==> src/rtl/uart_tx_flow.sv <==
module uart_tx_flow #(
  parameter int OVERSAMPLE = 16
) (
  input  logic       clk,
  input  logic       rst,
  input  logic       baud_tick,
  input  logic       wr_en,
  input  logic [7:0] wr_data,
  input  logic [1:0] char_len,
  input  logic       cts_n,
  input  logic       loop_mode,
  output logic       txd,
  output logic       hold_empty,
  output logic       tx_done
);
  localparam int TW = $clog2(OVERSAMPLE);

  logic          hold_full;
  logic [7:0]    hold_data;
  logic          busy;
  logic [9:0]    shreg;
  logic [TW-1:0] tick_cnt;
  logic [3:0]    bit_idx;
  logic [3:0]    last_idx;

  logic [3:0] nbits;
  logic [7:0] payload;
  logic       end_of_bit, end_of_frame, start_ok, load;

  assign nbits        = 4'd5 + {2'b00, char_len};
  assign payload      = hold_data | (8'hFF << nbits);
  assign end_of_bit   = busy && baud_tick && (tick_cnt == TW'(OVERSAMPLE - 1));
  assign end_of_frame = end_of_bit && (bit_idx == last_idx);
  assign start_ok     = loop_mode || !cts_n;
  assign load         = hold_full && start_ok && (!busy || end_of_frame);

  always_ff @(posedge clk) begin
    if (rst) begin
      hold_full <= 1'b0;
      hold_data <= '0;
    end else if (wr_en) begin
      hold_full <= 1'b1;
      hold_data <= wr_data;
    end else if (load) begin
      hold_full <= 1'b0;
    end
  end

  always_ff @(posedge clk) begin
    if (rst) begin
      busy     <= 1'b0;
      shreg    <= '1;
      tick_cnt <= '0;
      bit_idx  <= '0;
      last_idx <= '0;
    end else if (load) begin
      busy     <= 1'b1;
      shreg    <= {1'b1, payload, 1'b0};
      tick_cnt <= '0;
      bit_idx  <= '0;
      last_idx <= nbits + 4'd1;
    end else if (end_of_frame) begin
      busy     <= 1'b0;
      shreg    <= '1;
      tick_cnt <= '0;
    end else if (busy && baud_tick) begin
      if (end_of_bit) begin
        tick_cnt <= '0;
        bit_idx  <= bit_idx + 4'd1;
        shreg    <= {1'b1, shreg[9:1]};
      end else begin
        tick_cnt <= tick_cnt + TW'(1);
      end
    end
  end

  assign txd        = (rst || loop_mode || !busy) ? 1'b1 : shreg[0];
  assign hold_empty = !hold_full;
  assign tx_done    = !hold_full && !busy;

  assert_empty_clears_R4: assert property (@(posedge clk) disable iff (rst)
    wr_en |=> !hold_empty);

  assert_no_start_without_cts_R7: assert property (@(posedge clk) disable iff (rst)
    $rose(busy) |-> $past(!cts_n || loop_mode));

  assert_waiting_char_held_R7: assert property (@(posedge clk) disable iff (rst)
    (hold_full && cts_n && !loop_mode) |=> !hold_empty);

  assert_bit_index_range_R2: assert property (@(posedge clk) disable iff (rst)
    busy |-> (bit_idx <= last_idx && last_idx >= 4'd6 && last_idx <= 4'd9));

  assert_bit_held_between_ticks_R3: assert property (@(posedge clk) disable iff (rst)
    (busy && !baud_tick) |=> ($stable(shreg) && $stable(tick_cnt)));
endmodule

==> config.mk <==
export PLATFORM = sky130hd
export DESIGN_NAME = uart_tx_flow
export DESIGN_NICKNAME = d
export VERILOG_FILES = /design/src/rtl/uart_tx_flow.sv
export SDC_FILE = /design/constraint.sdc
export NUM_CORES = 1
export LEC_CHECK = 0
export BUFFER_PORTS_ARGS = -buffer_cell sky130_fd_sc_hd__buf_2
export CAP_MARGIN = 20
export CORE_ASPECT_RATIO = 1.4
export CORE_MARGIN = 2
export CORE_UTILIZATION = 40
export DETAILED_ROUTE_END_ITERATION = 12
export PLACE_DENSITY_LB_ADDON = 0.3
export SYNTH_ARGS = -nofsm -noshare
export SYNTH_HDL_FRONTEND = slang
export SYNTH_SLANG_ARGS = --single-unit
==> constraint.sdc <==
create_clock -name clk -period 1.85 [get_ports clk]
set_clock_uncertainty 0.1 [all_clocks]
set_input_delay 0.185 -clock clk [delete_from_list [all_inputs] [get_ports clk]]
set_output_delay 0.185 -clock clk [all_outputs]
set_load 0.03 [all_outputs]
# Yosys cells after proc, flatten, opt, wreduce, memory -nomap -nowiden
# Index checks and enable logic that the tools add are counted.
# classes
addsub	4
eq_ne	2
shift	1
muxes	10
n_bitwise	2
n_reduce_logical	21
# ops
operator	count
$mux W9	4
$add A4 B1 Y4 const B	3
$or A8 B8 Y8	1
$shl A8 B4 Y8 const A	1
$logic_and A1 B1 Y1	6
$reduce_bool A3 Y1	2
$mux W1	5
$add A3 B2 Y4 const A	1
$eq A4 B4 Y1	1
$eq A4 B4 Y1 const B	1
$logic_or A1 B1 Y1	4
$mux W4	1
$reduce_bool A2 Y1	2
$logic_not A1 Y1	3
$reduce_and A3 Y1	1
$reduce_or A3 Y1	1
$reduce_and A2 Y1	1
$reduce_or A2 Y1	1
$not A1 Y1	1
# totals
register_bits	31
input_bits	16
output_inout_bits	3
word_cells	47

# Longest topological paths before layout
# depth
ltp_word	7
ltp_mapped	8

# Least setup slack after synthesis
# No wires, ideal clock.
# synth_path
kind	reg-to-reg
start	register tick_cnt[0]
end	register shreg[7]
setup_ns	0.114
arrival_time_ns	1.523
path_slack_ns	0.113
stages_incl_launch_ff	8
path_buffers	1
period_less_slack_ns	1.737
path_cell_list	dfxtp_1 > ha_1 > nand2_1 > nor4_4 > a21oi_2 > buf_6 > or3_1 > a21o_1
# synth_via
elab_chain_len	7
# synth_lines
item	line	text
start: declaration	22	logic [TW-1:0] tick_cnt;
start signal: assignment	72	tick_cnt <= tick_cnt + TW'(1);
$eq A4 B4 Y1 (*)	32	assign end_of_bit = busy && baud_tick && (tick_cnt == TW'(OVERSAMPLE - 1));
$logic_and A1 B1 Y1 (*)	32	
$logic_and A1 B1 Y1	33	assign end_of_frame = end_of_bit && (bit_idx == last_idx);
$logic_or A1 B1 Y1	35	assign load = hold_full && start_ok && (!busy || end_of_frame);
$logic_and A1 B1 Y1	35	
$reduce_bool A3 Y1 (no line)	n/a	
$reduce_and A2 Y1 (no line)	n/a	
end signal: assignment	58	shreg <= {1'b1, payload, 1'b0};
end signal: assignment	70	shreg <= {1'b1, shreg[9:1]};
end: declaration	21	logic [9:0] shreg;
# Mark *: on every way between the ends. The rest lies on a longest branch, timed or not.
# A chain may end at the register's enable or synchronous reset.

# Worst setup path after layout
# layout_path
start	register busy
end	output port txd
# layout_via
elab_chain_len	3
# layout_lines
item	line	text
start: declaration	20	logic busy;
start signal: assignment	51	busy <= 1'b0;
start signal: assignment	57	busy <= 1'b1;
start signal: assignment	63	busy <= 1'b0;
$logic_not A1 Y1	77	assign txd = (rst || loop_mode || !busy) ? 1'b1 : shreg[0];
$logic_or A1 B1 Y1	77	
$mux W1	77	
end: declaration	12	output logic txd,
# Every way passes these cells.

==> summary.txt <==
CP max-delay cell: or4b_2
core box area: 3580 sq um
Boundary Pins: 19
GR Util met1: 16.3%
final cycle utilization of the critical path: 94.6%
crit path DAT: 1.47 ns
Max Buffers Root-to-Sink: 2
Slowest Stage Delay on Critical Path: 0.59 ns
Crit. End Element: output pin
sequential area share after synthesis: 42.1%
top cells by area, synth: dfxtp_1 (42%), mux2i_1 (6.1%), ha_1 (5.9%)
Setup Crit Path Kind: register to output pin
ys async rst share: 0%
area of the multi-input gates: 792 sq um
Ys Warns: 0
met2 GRT Util: 27.5%
Total Neg Setup Slack: 0 ns
fmax: 0.571 GHz
First DRT Iteration DRCs: 28
final antenna-violating net count: 0
wire length per cell: 12.2 microns
DR vias/cell: 5.15
clk_lat worst skew: 0.28 ns
Final min period: 1.75 ns
unique cell type count in the Yosys netlist: 35
Reg area: 624 sq um
CTS clk-pin slew, worst paths: 0.06 ns
H-tree levels: 2
Worst Max-Slew Pin Slew: 0.439 ns
CTS root buf: clkbuf_8
vias in the first global route: 1164
Static Leak: 0.685 nW
Port Buffers: 18
largest net degree at the start of global routing: 29
Hold Worst Slack: 0.0358 ns
residual DRC count: 0
Critical Path Start Type: register
Placed Cells: 219
Yosys top cell area share: 42.1%
# setup viols final: 0
die height: 75.8 microns
CTS tree: done
postcts setup bufs: 0
global-route usage over all layers: 15.5%
Seq cells post-synth: 31
first-pass GRT wire length: 5000 microns
count leader, synth: dfxtp_1
worst hold-check path type: primary input to register
status: finished clean
initial core utilization: 41.2%
max-capacitance violation count: 0
Area growth syn-to-layout: 15.6%
grt peak-use layer: met2
Synth Net Count: 186
EDFF count, synth: 0
die width: 55.3 microns
WL final: 2770 microns
CP Cell Sequence: or4b_2 -> buf_2
Mean Syn Cell Area: 9.03 sq um
layout net count: 207
Max Slew Vio Count: 0
total gr overflow: 0
detailed-route via count: 1165
ratio of cells with drive above 1 in the final layout: 23.4%
slew margin rel.: 70.4%
Top delay family on crit path: simple AND/OR/NAND/NOR gates
Rows: 26
endpoints failing hold: 0
Worst Path Required: 1.56 ns
synthesized area: 1470 sq um
largest area contributor in the netlist: dfxtp_1
Tot Pwr: 1.42 mW
met3 GRT Util: 5.43%
Crit path buffers/inverters: 1
Post-Layout Cell Count: 226
fin util: 47.6%
Num Clock Sinks: 31
initial antenna violation count: 0
cells after synthesis: 163
FILL cells: 356
worst-path fanout max: 7
CTS buffer count: 5
Diodes inserted: 0
Post-DP HPWL: 2040 microns
Post-synth top flop: dfxtp_1
DRT Pass-1 Iters: 4
die area: 4190 sq um
PD cells: 835 nW/um^2
RSZ-0062 raised after global routing: false
gpl congestion: 0.841
Hold Buf Count CTS: 0
Peak VDD IR: 557 uV
Post-synth top cells: dfxtp_1 (31), nor2_1 (16), a21oi_1 (15)
-- state kept, by name (all words and copies together) (netlist names) --
| register | count |
|---|---|
| bit_idx | 4 |
| busy | 1 |
| hold_data | 8 |
| hold_full | 1 |
| last_idx | 4 |
| shreg | 9 |
| tick_cnt | 4 |
-- area by class of cell --
type                       instances  area share [%]
clock buffer                       6            4.85
clock inverter                     1           0.294
inverter                           5            1.10
multi-input combinational        118            46.5
sequential                        31            36.7
tap                               42            3.09
timing repair buffer              23            7.49
-- layer usage --
layer	up-vias	share of wire, %
met3	7	4.8
met1	528	44
met4	0	2.1
met5	-	0
met2	22	49
li1	608	-
-- final timing paths --
kind | to | cells after the start | from | slack, ns
worst max-delay path | txd | 2 | busy | 0.1
worst min-delay path | hold_data[6] | 3 | wr_data[6] | 0.04
worst max register to register | shreg[7] | 5 | bit_idx[0] | 0.1
worst min register to register | last_idx[1] | 2 | last_idx[1] | 0.37
-- kinds of logic after synthesis --
group,after synthesis,share of synthesized area [%]
xor+xnor,10,5.95
mux,9,6.12
simple gates,56,20.7
flops,31,42.1
buf+inv,14,5.01
fa+ha+maj,7,5.95
compound gates,36,14.1
-- repair_timing --
item	in CTS	in global routing
resized for setup	1	5
cloned	0	0
endpoints found under the setup margin	1	11
-- stage by stage --
stage	setup slack [ns]	cell area, sq um
2_1_floorplan	0.113	1470
3_3_place_gp	0.135	1600
3_5_place_dp	0.0483	1600
4_1_cts	0.0364	1690
5_1_grt	0.00130	1700
6_report	0.0998	1700
-- layout by cell type, fill, tap and decap left out, types with 2 or more instances in the layout --
master | Yosys | routed
dfxtp_1 | 31 | 28
xor2_1 | 3 | 3
nor3_1 | 10 | 10
xnor2_1 | 7 | 7
nand2_1 | 13 | 13
or3_1 | 2 | 2
a21oi_1 | 15 | 15
o22ai_1 | 5 | 5
dfxtp_2 | 0 | 3
clkbuf_8 | 0 | 6
a21o_1 | 2 | 2
buf_4 | 1 | 5
nand3_1 | 5 | 5
o21bai_1 | 2 | 2
o21ai_0 | 8 | 8
ha_1 | 7 | 6
inv_1 | 4 | 4
buf_2 | 2 | 18
nor2_1 | 16 | 16
mux2i_1 | 9 | 9
-- report_power, final --
part | internal, mW | total (mW) | switching (mW)
Sequential | 0.703 | 0.726 | 0.0228
Combinational | 0.0757 | 0.175 | 0.0992
Clock | 0.291 | 0.521 | 0.230
Total | 1.07 | 1.42 | 0.352
-- worst min-delay path, stage by stage --
cell and delay (ns):
buf_2 0.08, mux2i_1 0.05, nor2_1 0.07
Note: power is estimated with default switching activity, not from simulation.
